$ cat config.mk
export PLATFORM = sky130hd
export DESIGN_NAME = strided_bank_access
export DESIGN_NICKNAME = d
export VERILOG_FILES = /design/src/rtl/sab_pkg.sv /design/src/rtl/sab_bank_timers.sv /design/src/rtl/sab_addr_gen.sv /design/src/rtl/strided_bank_access.sv
export SDC_FILE = /design/constraint.sdc
export NUM_CORES = 1
export LEC_CHECK = 0
export CORE_ASPECT_RATIO = 0.9
export CORE_MARGIN = 2
export CORE_UTILIZATION = 35
export CTS_BUF_LIST = sky130_fd_sc_hd__clkbuf_8
export DETAILED_ROUTE_END_ITERATION = 10
export PLACE_DENSITY = 0.6
export REMOVE_ABC_BUFFERS = 1
export SYNTH_ARGS = -nofsm -noshare
export SYNTH_HDL_FRONTEND = slang
export SYNTH_HIERARCHICAL = 1
export SYNTH_SLANG_ARGS = --single-unit
$ cat constraint.sdc
create_clock -name clk -period 8.6 [get_ports clk]
set_clock_uncertainty 0.1 [all_clocks]
set_input_delay 0.86 -clock clk [delete_from_list [all_inputs] [get_ports clk]]
set_output_delay 0.86 -clock clk [all_outputs]
set_load 0.05 [all_outputs]
$ cat src/rtl/sab_pkg.sv
package sab_pkg;
    typedef enum logic {
        CTL_IDLE = 1'b0,
        CTL_RUN  = 1'b1
    } ctl_mode_e;
endpackage

$ cat src/rtl/sab_bank_timers.sv
module sab_bank_timers #(
    parameter int NUM_BANKS = 16,
    parameter int BUSY_CYC  = 4
) (
    input  logic                         clk,
    input  logic                         rst_n,
    input  logic                         hit_valid,
    input  logic [$clog2(NUM_BANKS)-1:0] hit_bank,
    output logic [NUM_BANKS-1:0]         bank_free
);
    localparam int BANK_W = $clog2(NUM_BANKS);
    localparam int TW     = (BUSY_CYC > 1) ? $clog2(BUSY_CYC) : 1;
    localparam logic [TW-1:0] RELOAD = TW'(BUSY_CYC - 1);

    for (genvar g = 0; g < NUM_BANKS; g++) begin : g_bank
        logic [TW-1:0] cnt_d, cnt_q;
        logic          sel;

        always_comb begin
            sel = hit_valid && (hit_bank == BANK_W'(g));
            if (sel)
                cnt_d = RELOAD;
            else if (cnt_q != '0)
                cnt_d = cnt_q - 1'b1;
            else
                cnt_d = cnt_q;
        end

        always_ff @(posedge clk) begin
            if (!rst_n) cnt_q <= '0;
            else        cnt_q <= cnt_d;
        end

        assign bank_free[g] = (cnt_q == '0);

        AST_NO_EARLY_REUSE: assert property (@(posedge clk) disable iff (!rst_n)
            sel |-> (cnt_q == '0));
    end
endmodule

$ cat src/rtl/sab_addr_gen.sv
module sab_addr_gen #(
    parameter int ADDR_W   = 32,
    parameter int STRIDE_W = 16
) (
    input  logic                clk,
    input  logic                rst_n,
    input  logic                load,
    input  logic                step,
    input  logic [ADDR_W-1:0]   base,
    input  logic [STRIDE_W-1:0] stride,
    output logic [ADDR_W-1:0]   addr
);
    typedef struct packed {
        logic [ADDR_W-1:0] addr;
        logic [ADDR_W-1:0] inc;
    } ag_t;

    ag_t s_d, s_q;

    always_comb begin
        s_d = s_q;
        if (load) begin
            s_d.addr = base;
            s_d.inc  = {{(ADDR_W-STRIDE_W){stride[STRIDE_W-1]}}, stride};
        end else if (step) begin
            s_d.addr = s_q.addr + s_q.inc;
        end
    end

    always_ff @(posedge clk) begin
        if (!rst_n) s_q <= '0;
        else        s_q <= s_d;
    end

    assign addr = s_q.addr;

    AST_HOLD_WHEN_IDLE_STEP: assert property (@(posedge clk) disable iff (!rst_n)
        (!load && !step) |=> $stable(addr));
endmodule

$ cat src/rtl/strided_bank_access.sv
module strided_bank_access #(
    parameter int ADDR_W    = 32,
    parameter int STRIDE_W  = 16,
    parameter int NUM_BANKS = 16,
    parameter int BUSY_CYC  = 4,
    parameter int MAX_LEN   = 64
) (
    input  logic                                   clk,
    input  logic                                   rst_n,
    input  logic                                   start,
    input  logic [ADDR_W-1:0]                      base_addr,
    input  logic [STRIDE_W-1:0]                    stride,
    input  logic [$clog2(MAX_LEN+1)-1:0]           vec_len,
    output logic                                   busy,
    output logic                                   issue,
    output logic                                   stall,
    output logic [$clog2(NUM_BANKS)-1:0]           bank,
    output logic [ADDR_W-$clog2(NUM_BANKS)-1:0]    word_addr,
    output logic                                   done
);
    import sab_pkg::*;

    localparam int BANK_W = $clog2(NUM_BANKS);
    localparam int LEN_W  = $clog2(MAX_LEN + 1);
    localparam logic [LEN_W-1:0] LEN_MAX = LEN_W'(MAX_LEN);
    localparam logic [LEN_W-1:0] LEN_ONE = LEN_W'(1);

    typedef struct packed {
        ctl_mode_e        mode;
        logic [LEN_W-1:0] left;
        logic             done;
    } ctl_t;

    ctl_t              c_d, c_q;
    logic [LEN_W-1:0]  len_eff;
    logic              load;
    logic [ADDR_W-1:0] cur_addr;
    logic [NUM_BANKS-1:0] bank_free;
    logic              running;

    sab_addr_gen #(
        .ADDR_W  (ADDR_W),
        .STRIDE_W(STRIDE_W)
    ) u_addr (
        .clk   (clk),
        .rst_n (rst_n),
        .load  (load),
        .step  (issue),
        .base  (base_addr),
        .stride(stride),
        .addr  (cur_addr)
    );

    sab_bank_timers #(
        .NUM_BANKS(NUM_BANKS),
        .BUSY_CYC (BUSY_CYC)
    ) u_timers (
        .clk      (clk),
        .rst_n    (rst_n),
        .hit_valid(issue),
        .hit_bank (bank),
        .bank_free(bank_free)
    );

    always_comb begin
        if (vec_len == '0)
            len_eff = LEN_ONE;
        else if (vec_len > LEN_MAX)
            len_eff = LEN_MAX;
        else
            len_eff = vec_len;
    end

    assign running   = (c_q.mode == CTL_RUN);
    assign load      = start && !running;
    assign bank      = cur_addr[BANK_W-1:0];
    assign word_addr = cur_addr[ADDR_W-1:BANK_W];
    assign issue     = running && bank_free[bank];
    assign stall     = running && !bank_free[bank];
    assign busy      = running;
    assign done      = c_q.done;

    always_comb begin
        c_d      = c_q;
        c_d.done = 1'b0;
        if (load) begin
            c_d.mode = CTL_RUN;
            c_d.left = len_eff;
        end else if (issue) begin
            c_d.left = c_q.left - 1'b1;
            if (c_q.left == LEN_ONE) begin
                c_d.mode = CTL_IDLE;
                c_d.done = 1'b1;
            end
        end
    end

    always_ff @(posedge clk) begin
        if (!rst_n) c_q <= '{mode: CTL_IDLE, left: '0, done: 1'b0};
        else        c_q <= c_d;
    end

    AST_ISSUE_STALL_EXCL: assert property (@(posedge clk) disable iff (!rst_n)
        !(issue && stall));
    AST_QUIET_WHEN_IDLE: assert property (@(posedge clk) disable iff (!rst_n)
        (issue || stall) |-> busy);
    AST_DONE_FOLLOWS_LAST: assert property (@(posedge clk) disable iff (!rst_n)
        $rose(done) |-> ($past(issue) && !busy));
    AST_DONE_ONE_CYCLE: assert property (@(posedge clk) disable iff (!rst_n)
        done |=> !done);
    AST_START_IGNORED: assert property (@(posedge clk) disable iff (!rst_n)
        (busy && start && !issue) |=> (busy && $stable(cur_addr)));
    AST_LEN_RANGE: assert property (@(posedge clk) disable iff (!rst_n)
        busy |-> (c_q.left != '0 && c_q.left <= LEN_MAX));
endmodule

==> results of run 1 <==
## layout by cell type (no fill, tap or decap), types with 8 or more instances in the layout
| cell type | netlist | layout |
|---|---|---|
| and3_1 | 18 | 18 |
| nor2_1 | 46 | 46 |
| o22ai_1 | 22 | 22 |
| nand3_1 | 9 | 9 |
| dfxtp_1 | 89 | 89 |
| o32ai_1 | 18 | 18 |
| clkdlybuf4s50_1 | 0 | 93 |
| inv_1 | 52 | 52 |
| clkbuf_8 | 0 | 10 |
| mux2i_1 | 23 | 23 |
| ha_1 | 49 | 49 |
| a31oi_1 | 10 | 10 |
| nor4_1 | 8 | 8 |
| nor2b_1 | 35 | 34 |
| xor2_1 | 27 | 27 |
| xnor2_1 | 11 | 11 |
| nor3_1 | 12 | 12 |
| nand3b_1 | 8 | 8 |
| a21oi_1 | 71 | 71 |
| nand2_1 | 41 | 41 |
| nand4_1 | 14 | 14 |
| a211oi_1 | 11 | 11 |
| o21ai_0 | 29 | 29 |
## path summary, 6_finish.rpt
path	endpoint	slack [ns]	cells past startpoint
max	u_addr/addr[24]	3.99	9
min	u_addr/s_q[0]	0.42	2
max reg2reg	u_addr/addr[24]	3.99	9
min reg2reg	u_addr/s_q[0]	0.42	2
## per-layer routing
metal  vias up  part of all wire (%)  routed length [microns]
li1       2870                     -                        -
met1      2681                    52                     8940
met2       162                    41                     7150
met3        13                   6.4                     1110
met4         0                  0.86                      149
met5         -                     0                        0
## worst max-delay path: cells and delay by family (launching register included)
family	cells	cell delay [ns]
flip-flops	1	0.59
buffers and inverters	2	1.00
AO/OA/AOI/OAI	1	0.28
multiplexers	2	1.29
AND/OR/NAND/NOR	4	1.21
## registers in the layout (all words and copies together) (netlist names)
signal                 cells
u_timers/g_bank.cnt_q     32
u_addr/s_q                16
done                       1
c_q                        7
busy                       1
u_addr/addr               32
## area by class of cell
class | count | area, sq um | area share, %
inverter | 53 | 199 | 2.67
tap | 240 | 300 | 4.03
multi-input combinational | 559 | 4020 | 53.9
timing repair buffer | 97 | 961 | 12.9
clock inverter | 5 | 56.3 | 0.755
clock buffer | 10 | 138 | 1.85
sequential | 89 | 1780 | 23.9
## metrics by stage
step | cells | instance area, sq um | total power (W) | util (%)
floorplan | 701 | 6000 | 0.00120 | -
global placement | 1038 | 7260 | 0.00141 | 40.8
detailed placement | 1038 | 7260 | 0.00142 | 40.8
CTS | 1053 | 7460 | 0.00173 | 41.9
global route | 1053 | 7460 | 0.00186 | 41.9
finish | 1053 | 7460 | 0.00172 | 41.9
## power by group through the flow
stage / Clock (W) / Sequential, W / Combinational (W)
CTS: 0.000308 / 0.000587 / 0.000835
global placement: 0 / 0.000594 / 0.000819
finish: 0.000296 / 0.000587 / 0.000837
floorplan: 0 / 0.000653 / 0.000545
detailed placement: 0 / 0.000596 / 0.000828
global route: 0.000326 / 0.000601 / 0.000930
## logic make-up (layout without fill, tap and decap cells)
family          after synthesis  after routing  synth area share (%)
compound gates              223            223                  23.6
xor+xnor                     38             38                  5.20
fa+ha+maj                    50             50                  9.89
buf+inv                     124            165                  9.42
flops                        89             89                  27.8
mux                          31             31                  6.18
simple gates                217            217                  17.9
==> flow_summary.yaml, run 1 <==
worst_setup_path:
  crit_path_max_incr_delay_ns: 0.75
  r2r-start: "u_addr/addr[2]"
  critPathLaunch: "u_addr/addr[2]"
  cp_common_cell: "nor2_1"
  startpoint_type: "flip-flop"
  worst_setup_path_end_kind: "flip-flop"
  crit_arrival_ns: 4.78
  crit_chain: "mux4_1 -> mux4_2 -> and2_2 -> buf_4 -> inv_1 -> nor2_1 -> nand2_1 -> nor2_1 -> a311o_1"
  cpMaxStageDelayCell: "inv_1"
  critical_path_class: "reg2reg"
  worstPathMaxFanout: 32
  required_ns: 8.77
clock_network:
  post_cts_buffers: 0
  cts_num_sinks: 89
  cts_tree: "yes"
  clk_path_buf_depth: 2
  h-tree-depth: 3
  cts-resized-gates: 0
  cts_made_buffers: 9
  clk_pin_slew_ns: 0.09
  root_buffer: "clkbuf_8"
  clkLatencyLatePin_ns: 0.38
  cts_hold_repair.buffers: 0
detailed_routing:
  wire_per_inst_microns: 16.5
  drc_errors: 0
  antenna_left: 0
  detail_route.vias_per_cell: 5.44
  drt_iter0_drc: 530
  dr.pass1.iters: 7
  num_vias: 5726
  routed_wirelength_microns: 17400
global_routing:
  grt_use_total_pct: 18.1
  met1_usage_pct: 26.5
  grt_pass1_vias: 5350
  grtUsageMet2_pct: 26.4
  antenna_found_initial: 0
  grt_pass1_wl_microns: 28400
  grt.busiest_layer: "met1"
  grt_max_degree: 56
  grt_overflow: 0
  grt_use_met3_pct: 5.09
sta:
  fin_ws_ns: 3.99
  rsz0062_at_grt: "false"
  finalSetupViolCount: 0
  worst_pin_slew_ns: 1.09
  hold_slack_ns: 0.421
  tns_ns: 0
  period_needed_ns: 4.61
  fin_crit_sh_pct: 53.6
  fmax_mhz: 217
  hold_viol_final: 0
  slew_violations: 0
  slew_headroom_pct: 27.4
yosys:
  synth_edf_count: 0
  synth_common_cells: "89 x dfxtp_1, 71 x a21oi_1, 52 x inv_1, 49 x ha_1, 46 x nor2_1"
  yosys-top-cells-area: "dfxtp_1 28%, ha_1 9.6%, a21oi_1 5.6%"
  ys_seq_area_share_pct: 27.8
  async_reset_ff_share_pct: 0
  yosysTopAreaCell: "dfxtp_1"
  syn_inst: 772
  synth_cell_type_count: 73
  synth_area_sq_mm: 0.00640
  yosysWarningCount: 6
  synthMostInstantiatedCell: "dfxtp_1"
  netlist.area_leader.share_pct: 27.8
  synth_seq_cells: 89
  postSynthAreaPerCell_sq_um: 8.29
  synthFlopType: "dfxtp_1"
run:
  drv_cap: 0
floorplanning:
  fp.dieH_microns: 132
  die_w_microns: 147
  initial_utilization_pct: 36.0
  rows: 46
  coreArea_sq_mm: 0.0178
  ioPinCount: 94
  die_area_sq_mm: 0.0194
cells_and_area:
  drive_above_1_share_pct: 5.29
  diodes: 0
  area_growth_syn_to_layout_pct: 16.5
  nNetsFinal: 917
  fillers: 1799
worst_hold_path:
  min_from: "u_addr/s_q[0]"
  hp-class: "reg2reg"
power_and_ir_drop:
  seqPwrFrac_pct: 34.1
  powerDensity_mw_per_mm2: 231
  p_int_w: 0.00102
  sw_frac_of_total_pct: 41.0
  netSwitchingPower_w: 0.000704
  cellLeakagePower_nw: 2.93
  power_frac_clock_pct: 17.2
  combPwrFrac_pct: 48.7
  vdd_drop_max_v: 0.0000926
placement:
  gp_congestion: 0.893
  numPortBuffers: 93
  hpwl_microns: 12400
  place_worst_setup_slack_ns: 4.04
status:
  outcome: "finished, final reports clean"
No activity file was read; power rests on OpenSTA's default activity.
==> inputs of run 2 (changes only) <==
==> constraint.sdc (replaced) <==
create_clock -name clk -period 4.65 [get_ports clk]
set_clock_uncertainty 0.1 [all_clocks]
set_input_delay 0.465 -clock clk [delete_from_list [all_inputs] [get_ports clk]]
set_output_delay 0.465 -clock clk [all_outputs]
set_load 0.05 [all_outputs]
==> run 2 against run 1 <==
Effect of this change:
- via count increased by 0.98%
- register-to-register slack got worse by 2.9 ns
- sequential power up 84%
- sequential share of layout area is 0.17 points lower
- critical path depth fell by 5
- die area stayed put
- largest cell class unchanged
- highest routed layer unchanged
- power is 90% higher
==> flow_summary.yaml, run 2 (synthesis gave the netlist of run 1 again) <==
power_and_ir_drop:
  sw_frac_of_total_pct: 40.9
  power_frac_clock_pct: 19.0
  netSwitchingPower_w: 0.00134
  p_int_w: 0.00193
  powerDensity_mw_per_mm2: 435
  vdd_drop_max_v: 0.000164
  combPwrFrac_pct: 47.9
  cellLeakagePower_nw: 2.95
  power.total_w: 0.00327
  seqPwrFrac_pct: 33.0
cells_and_area:
  finalNonFillerCells: 1057
  ff_latch_area_sq_mm: 0.00178
  nNetsFinal: 920
  drive_above_1_share_pct: 5.75
  diodes: 0
  mostFrequentLayoutCells: "93 x clkdlybuf4s50_1, 89 x dfxtp_1, 71 x a21oi_1"
  mostFrequentLayoutCell: "clkdlybuf4s50_1"
  multiInputGateArea_sq_mm: 0.00402
  final_util_pct: 42.2
  fillers: 1764
  area_growth_syn_to_layout_pct: 17.4
detailed_routing:
  detail_route.vias_per_cell: 5.47
  drc_errors: 0
  routed_wirelength_microns: 18000
  dr.pass1.iters: 6
  drt_iter0_drc: 493
  num_vias: 5782
  wire_per_inst_microns: 17.0
  antenna_left: 0
clock_network:
  post_cts_buffers: 0
  clk_path_buf_depth: 2
  cts_num_sinks: 89
  cts_tree: "yes"
  cts-resized-gates: 0
  clk_pin_slew_ns: 0.11
  cts_hold_repair.buffers: 0
  cts_made_buffers: 9
  clkLatencyLatePin_ns: 0.39
  root_buffer: "clkbuf_8"
  h-tree-depth: 3
worst_setup_path:
  r2r_end: "u_addr/addr[30]"
  crit_chain: "mux4_1 -> mux4_2 -> and2_2 -> clkdlybuf4s50_1"
  r2r-start: "u_addr/addr[3]"
  startpoint_type: "flip-flop"
  cpMaxStageDelayCell: "clkdlybuf4s50_1"
  worst_setup_path_end_kind: "output port"
  r2r_slack_ns: 1.05
  worstPathMaxFanout: 17
  crit_path_max_incr_delay_ns: 0.74
  critical_path_class: "reg2out"
  crit_arrival_ns: 3.40
  rr_worst_depth: 8
  required_ns: 4.09
floorplanning:
  fp.dieH_microns: 132
  die_w_microns: 147
  coreArea_sq_mm: 0.0178
  ioPinCount: 94
  rows: 46
  die_area_sq_mm: 0.0194
  initial_utilization_pct: 36.0
sta:
  slew_headroom_pct: 29.6
  worst_pin_slew_ns: 1.06
  rsz0062_at_grt: "false"
  fin_ws_ns: 0.688
  hold_viol_final: 0
  period_needed_ns: 3.96
  fin_crit_sh_pct: 85.2
  finalSetupViolCount: 0
  tns_ns: 0
  fmax_mhz: 252
  slew_violations: 0
global_routing:
  antenna_found_initial: 0
  grt_use_total_pct: 18.1
  grt_pass1_vias: 5324
  grt_max_degree: 44
  grt_overflow: 0
  grt_pass1_wl_microns: 28300
worst_hold_path:
  min_from: "u_addr/s_q[12]"
  hp-class: "reg2reg"
  min_to: "u_addr/s_q[12]"
  hold_depth: 2
placement:
  numPortBuffers: 93
  place_worst_setup_slack_ns: 1.12
  hpwl_microns: 12700
  dp_cells: 1041
  gp_congestion: 0.909
run:
  drv_cap: 0
status:
  outcome: "finished, final reports clean"
## run 2: cell types whose count changed in the layout (fill, tap and decap cells not counted), sizes merged
cell,change
clkinvlp,+1
clkinv,-2
inv,+2
buf,+3
clkbuf,-1
bufinv,+1
## run 2: worst max-delay path by stage
| stage | cells past startpoint | to | startpoint |
|---|---|---|---|
| floorplan | 5 | u_addr/addr[23] | busy |
| global placement | 4 | issue | u_addr/addr[3] |
| detailed placement | 4 | issue | u_addr/addr[3] |
| CTS | 4 | issue | u_addr/addr[3] |
| global route | 4 | issue | u_addr/addr[3] |
| finish | 4 | issue | u_addr/addr[3] |
## run 2: power by group through the flow
stage          Clock [W]  Combinational, W  Sequential, W
2_1_floorplan          0           0.00101        0.00121
3_3_place_gp           0           0.00153        0.00109
3_5_place_dp           0           0.00156        0.00110
4_1_cts         0.000647           0.00157        0.00108
5_1_grt         0.000671           0.00173        0.00110
6_report        0.000621           0.00157        0.00108
## run 2: critical path: cells and delay by family (launching register included)
| kind | cells | cell delay (ns) |
|---|---|---|
| flops | 1 | 0.61 |
| simple gates | 1 | 0.35 |
| mux | 2 | 1.29 |
| buf+inv | 1 | 0.74 |
## run 2: final cells by class
cell class / count / share of cell area, %
timing repair buffer: 100 / 13.1
multi-input combinational: 559 / 53.5
clock buffer: 9 / 1.65
clock inverter: 7 / 1.35
tap: 240 / 4.00
sequential: 89 / 23.7
inverter: 53 / 2.65
## run 2: through the flow
step           hold WS, ns  cell area, sq um
6_report             0.418              7510
5_1_grt              0.442              7510
4_1_cts              0.424              7510
3_5_place_dp         0.394              7290
3_3_place_gp         0.384              7290
2_1_floorplan        0.365              6000
## run 2: layer usage
metal  up-vias  share of wire, %  wire length (microns)  track usage, %
met5         -                 0                      0               0
met4         0               1.1                    189            4.05
met3        16               6.4                   1150            4.91
met2       189                42                   7540            26.4
met1      2697                51                   9080            26.6
li1       2880                 -                      -               -
